**src/rtl/flag_nzcv_pkg.sv**
```systemverilog
// Package: shared encodings for the condition flag generator.
// Assumes flag fields are packed N,Z,C,V from MSB to LSB.
package flag_nzcv_pkg;

    typedef enum logic [1:0] {
        OPC_ADD   = 2'b00,
        OPC_SUB   = 2'b01,
        OPC_SHLOG = 2'b10,
        OPC_LOG   = 2'b11
    } op_cls_e;

    typedef struct packed {
        logic n;
        logic z;
        logic c;
        logic v;
    } flags_t;

    localparam int FLAG_W = $bits(flags_t);

endpackage

```
**src/rtl/flag_zero_detect.sv**
```systemverilog
// Module: flag_zero_detect
// Reports whether a data word is all zero. It ORs fixed-width lanes first,
// then ORs the lane results, so the logic depth is set by LANE_W.
// Assumes DATA_W >= 1 and LANE_W >= 1; the last lane may be narrower.
module flag_zero_detect #(
    parameter int DATA_W = 32,
    parameter int LANE_W = 8
) (
    input  logic [DATA_W-1:0] data,
    output logic              is_zero
);
    localparam int LANES = (DATA_W + LANE_W - 1) / LANE_W;

    logic [LANES-1:0] lane_any;

    // One OR reduction per lane, clipped at the top of the word.
    for (genvar i = 0; i < LANES; i++) begin : g_lane
        localparam int LO = i * LANE_W;
        localparam int HI = (LO + LANE_W - 1 < DATA_W) ? (LO + LANE_W - 1) : (DATA_W - 1);
        assign lane_any[i] = |data[HI:LO];
    end

    // Final stage: the word is zero when no lane has a set bit.
    always_comb begin
        is_zero = ~(|lane_any);
    end

endmodule

```
**src/rtl/flag_carry_sel.sv**
```systemverilog
// Module: flag_carry_sel
// Chooses the next carry flag from the operation class.
// Assumes arith_co is a carry for add and a borrow for subtract.
module flag_carry_sel
    import flag_nzcv_pkg::*;
(
    input  op_cls_e op_cls,
    input  logic    arith_co,
    input  logic    shift_co,
    input  logic    c_cur,
    output logic    c_nxt
);
    // Carry source per class; plain-logical keeps the held value.
    always_comb begin
        unique case (op_cls)
            OPC_ADD:   c_nxt = arith_co;
            OPC_SUB:   c_nxt = ~arith_co;
            OPC_SHLOG: c_nxt = shift_co;
            default:   c_nxt = c_cur;
        endcase
    end

endmodule

```
**src/rtl/flag_overflow_det.sv**
```systemverilog
// Module: flag_overflow_det
// Works out the next overflow flag from sign bits only.
// Assumes sign_r is the sign of the add or subtract result.
module flag_overflow_det
    import flag_nzcv_pkg::*;
(
    input  op_cls_e op_cls,
    input  logic    sign_a,
    input  logic    sign_b,
    input  logic    sign_r,
    input  logic    v_cur,
    output logic    v_nxt
);
    logic flip;

    // The result sign has moved away from the first operand's sign.
    always_comb begin
        flip = sign_r ^ sign_a;
    end

    // Add needs equal operand signs, subtract needs unequal ones; logical classes hold.
    always_comb begin
        unique case (op_cls)
            OPC_ADD: v_nxt = flip & ~(sign_a ^ sign_b);
            OPC_SUB: v_nxt = flip &  (sign_a ^ sign_b);
            default: v_nxt = v_cur;
        endcase
    end

endmodule

```
**src/rtl/flag_nzcv_gen.sv**
```systemverilog
// Module: flag_nzcv_gen (top)
// Holds the N, Z, C and V flags and loads them from the ALU outputs when
// upd_en is high. Assumes the inputs are stable around the rising edge of
// clk. The reset is synchronous and active low.
module flag_nzcv_gen
    import flag_nzcv_pkg::*;
#(
    parameter int DATA_W = 32,
    parameter int LANE_W = 8
) (
    input  logic              clk,
    input  logic              rst_n,
    input  logic              upd_en,
    input  logic [1:0]        op_cls,
    input  logic [DATA_W-1:0] result,
    input  logic              arith_co,
    input  logic              sign_a,
    input  logic              sign_b,
    input  logic              sign_r,
    input  logic              shift_co,
    output logic [FLAG_W-1:0] flags_q
);
    localparam int MSB = DATA_W - 1;

    flags_t  cur_q;
    flags_t  nxt;
    op_cls_e cls;
    logic    zero_w;
    logic    c_w;
    logic    v_w;

    // Turn the raw class bits into the enum.
    always_comb begin
        cls = op_cls_e'(op_cls);
    end

    flag_zero_detect #(
        .DATA_W (DATA_W),
        .LANE_W (LANE_W)
    ) u_zero (
        .data    (result),
        .is_zero (zero_w)
    );

    flag_carry_sel u_carry (
        .op_cls   (cls),
        .arith_co (arith_co),
        .shift_co (shift_co),
        .c_cur    (cur_q.c),
        .c_nxt    (c_w)
    );

    flag_overflow_det u_ovf (
        .op_cls (cls),
        .sign_a (sign_a),
        .sign_b (sign_b),
        .sign_r (sign_r),
        .v_cur  (cur_q.v),
        .v_nxt  (v_w)
    );

    // Collect the candidate flag word.
    always_comb begin
        nxt.n = result[MSB];
        nxt.z = zero_w;
        nxt.c = c_w;
        nxt.v = v_w;
    end

    // Flag register: clear on reset, load on enable, otherwise hold.
    always_ff @(posedge clk) begin
        if (!rst_n) begin
            cur_q <= '0;
        end else if (upd_en) begin
            cur_q <= nxt;
        end
    end

    // Drive the flags out.
    always_comb begin
        flags_q = cur_q;
    end

endmodule

```
**config.mk**
```make
export PLATFORM = sky130hd
export DESIGN_NAME = flag_nzcv_gen
export DESIGN_NICKNAME = d
export VERILOG_FILES = /design/src/rtl/flag_nzcv_pkg.sv /design/src/rtl/flag_zero_detect.sv /design/src/rtl/flag_carry_sel.sv /design/src/rtl/flag_overflow_det.sv /design/src/rtl/flag_nzcv_gen.sv
export SDC_FILE = /design/constraint.sdc
export NUM_CORES = 1
export LEC_CHECK = 0
export BUFFER_PORTS_ARGS = -buffer_cell sky130_fd_sc_hd__buf_2
export CORE_AREA = 2 2 39 41
export CTS_BUF_LIST = sky130_fd_sc_hd__clkbuf_4 sky130_fd_sc_hd__clkbuf_8
export CTS_CLUSTER_DIAMETER = 120
export DETAILED_ROUTE_END_ITERATION = 8
export DIE_AREA = 0 0 41 43
export GPL_TIMING_DRIVEN = 0
export PLACE_DENSITY_LB_ADDON = 0.05
export SLEW_MARGIN = 20
export SYNTH_ARGS = -nofsm -noshare
export SYNTH_HDL_FRONTEND = slang
export SYNTH_SLANG_ARGS = --single-unit
```
**constraint.sdc**
```tcl
create_clock -name clk -period 2 [get_ports clk]
set_input_delay 0.5 -clock clk [delete_from_list [all_inputs] [get_ports clk]]
set_output_delay 0.5 -clock clk [all_outputs]
set_load 0.03 [all_outputs]
```
==> reports/qor.txt <==
Number of gates resized after CTS - 0
Clk pin slew, worst setup/hold paths - 0.04 ns
# hold bufs at CTS - 0
TritonCTS Sinks - 4
Final wirelength - 899 um
First-pass GRT wire length - 1570 um
Yosys top cell area share - 0.233
Max VDD drop - 0.268 mV
CTS max path bufs - 2
Die Y - 43 um
Worst Path Required - 2.16 ns
Final setup viols - 0
IO Count - 46
GRT Overall Usage - 0.128
Pleak - 0.325 nW
Cell Pwr Density - 438 mW/mm^2
Vias in the first global route - 439
Synth Cell Area - 344 sq um
Crit-path max FO - 1
Antenna cells - 0
Share of cells above drive strength 1 - 0.573
Die Footprint - 0.00176 sq mm
Setup TNS - 0 ns
#FFs+latches synth - 4
Antenna violation net count after detailed routing - 0
Post-synthesis sequential area ratio - 0.233
Number of buffers added on ports - 45
Post-route DRC - 0
Synth Instances - 41
R2r worst-path depth - 2
Core area - 0.00138 sq mm
Crit path cell chain - buf_2 -> or4_1 -> or4_1 -> o22ai_2
Critical Path Most Common Cell - or4_1
Tmin final - 1.53 ns
Syn-to-layout area delta - 77.8%
Clock latency on the worst-skew pair - 0.23 ns
Initial antenna violation count - 0
Min Hold Slack - 0.491 ns
Post-DP HPWL - 835 um
Initial Util - 0.249
Reg2reg setup slack - 1.38 ns
H-Tree Level Count - 1
Max-Cap Viols - 0
DR vias/cell - 4.50
Final Hold Fails - 0
Vias - 473
Area leader, netlist - dfxtp_1
Largest net degree at the start of global routing - 6
Number of setup buffers added after CTS - 0
Top cells by area, synth - dfxtp_1 23%, ha_1 15%, nor4_1 11%, nor2b_1 5.5%, a21oi_1 4.4%
Row count - 14
Avg Inst Size Synth - 8.39 sq um
GPL Wtd Cong - 0.590
Wirelength per Cell - 8.56 um
Highest clock rate - 0.655 GHz
CP startpoint kind - input pin
Total gr overflow - 0
Synth cell types - 21
Status - finished, final reports clean
Final Non-Filler Cells - 105
Slew @ Worst Pin - 0.252 ns
Critical path arrival - 1.68 ns
Kind of critical path - input pin to flop
Final period util - 0.763
Syn nets - 87
Worst slew margin - 0.830
Tot Pwr - 0.268 mW
Final #Nets - 137
CTS tree - yes
CTS Buf Count - 3
Highest-delay cell along the critical path - or4_1
CTS root buf - clkbuf_4
RSZ-0062 raised after global routing - false
Crit-path max cell delay - 0.49 ns
CP endpoint kind - flop
Initial DRC Count - 8
Max FFs per register - 4
Hold crit path type - flop to flop
Util after Layout - 0.442
Die width - 41 um
Clock Skews - 0 ns
Max Slew Vio Count - 0
Number of placed instances, taps included - 102
Yosys Warn Count - 0
Drt first pass iters - 4
Hold Path Depth - 2
==> per-layer routing <==
layer  vias to the layer above  share of wire  GRT usage
met5                         -              0          0
met4                         0              0     0.0400
met3                         0           0.12     0.0576
met2                        24           0.51      0.213
met1                       199           0.37      0.135
li1                        250              -          -
==> power by group <==
group,switching [mW],internal (mW)
registers,0.00188,0.0843
logic,0.0355,0.0474
clock network,0.0318,0.0670
total,0.0692,0.199
==> placed cells by master (no fill, tap or decap) <==
| master | count |
|---|---|
| nand4_1 | 1 |
| mux2i_1 | 1 |
| ha_1 | 4 |
| nand3_1 | 1 |
| nor3b_1 | 1 |
| nor2b_1 | 3 |
| or4_1 | 2 |
| xor2_1 | 1 |
| a21oi_1 | 3 |
| o21ai_0 | 1 |
| inv_1 | 2 |
| nand2_1 | 2 |
| nor4bb_1 | 1 |
| o22ai_2 | 1 |
| dfxtp_1 | 4 |
| a311oi_1 | 1 |
| nand2b_1 | 2 |
| clkbuf_4 | 3 |
| nor4_1 | 6 |
| nor2_1 | 1 |
| buf_4 | 2 |
| buf_2 | 45 |
| o21a_1 | 1 |
==> cell usage after synthesis <==
cell / instances
nor4_1: 6
nand2_1: 2
or4_1: 2
nor3b_1: 1
mux2i_1: 1
o21ai_0: 1
a311oi_1: 1
o21a_1: 1
dfxtp_1: 4
nor2_1: 1
nor2b_1: 3
nor4bb_1: 1
inv_1: 2
o22ai_2: 1
xor2_1: 1
nand2b_1: 2
a21oi_1: 3
nand3_1: 1
ha_1: 4
buf_4: 2
nand4_1: 1
==> metrics by stage <==
step | worst slack [ns] | instance area [sq um]
after global placement | 0.243 | 589
after global routing | 0.448 | 612
after CTS | 0.469 | 612
final | 0.473 | 612
after detailed placement | 0.228 | 589
after floorplan | 0.370 | 344
==> path summary, 6_finish.rpt <==
kind                      startpoint                      end
max                        result[7]  flags_q[2]$_SDFFE_PN0P_
max reg2reg  flags_q[0]$_SDFFE_PN0P_  flags_q[0]$_SDFFE_PN0P_
min          flags_q[2]$_SDFFE_PN0P_  flags_q[2]$_SDFFE_PN0P_
min reg2reg  flags_q[2]$_SDFFE_PN0P_  flags_q[2]$_SDFFE_PN0P_
==> area by class of cell <==
cell class	instances	area (sq um)
fillers	157	772
multi-input cells	33	241
repair buffers	45	225
flip-flops and latches	4	80.1
clock buffers	3	22.5
well taps	16	20.0
plain buffers	2	15.0
inverters	2	7.51
==> cells by family (layout without fill, tap and decap cells) <==
family | count (synthesis) | in the layout | synth area share
flops | 4 | 4 | 0.233
mux | 1 | 1 | 0.0291
buf+inv | 4 | 52 | 0.0654
compound gates | 7 | 7 | 0.142
simple gates | 20 | 20 | 0.360
fa+ha+maj | 4 | 4 | 0.145
xor+xnor | 1 | 1 | 0.0255
==> critical path: cells and delay by family <==
kind / cells / cell delay (ns)
simple gates: 2 / 0.98
buf+inv: 1 / 0.09
compound gates: 1 / 0.10
(Power assumes the default switching activity.)
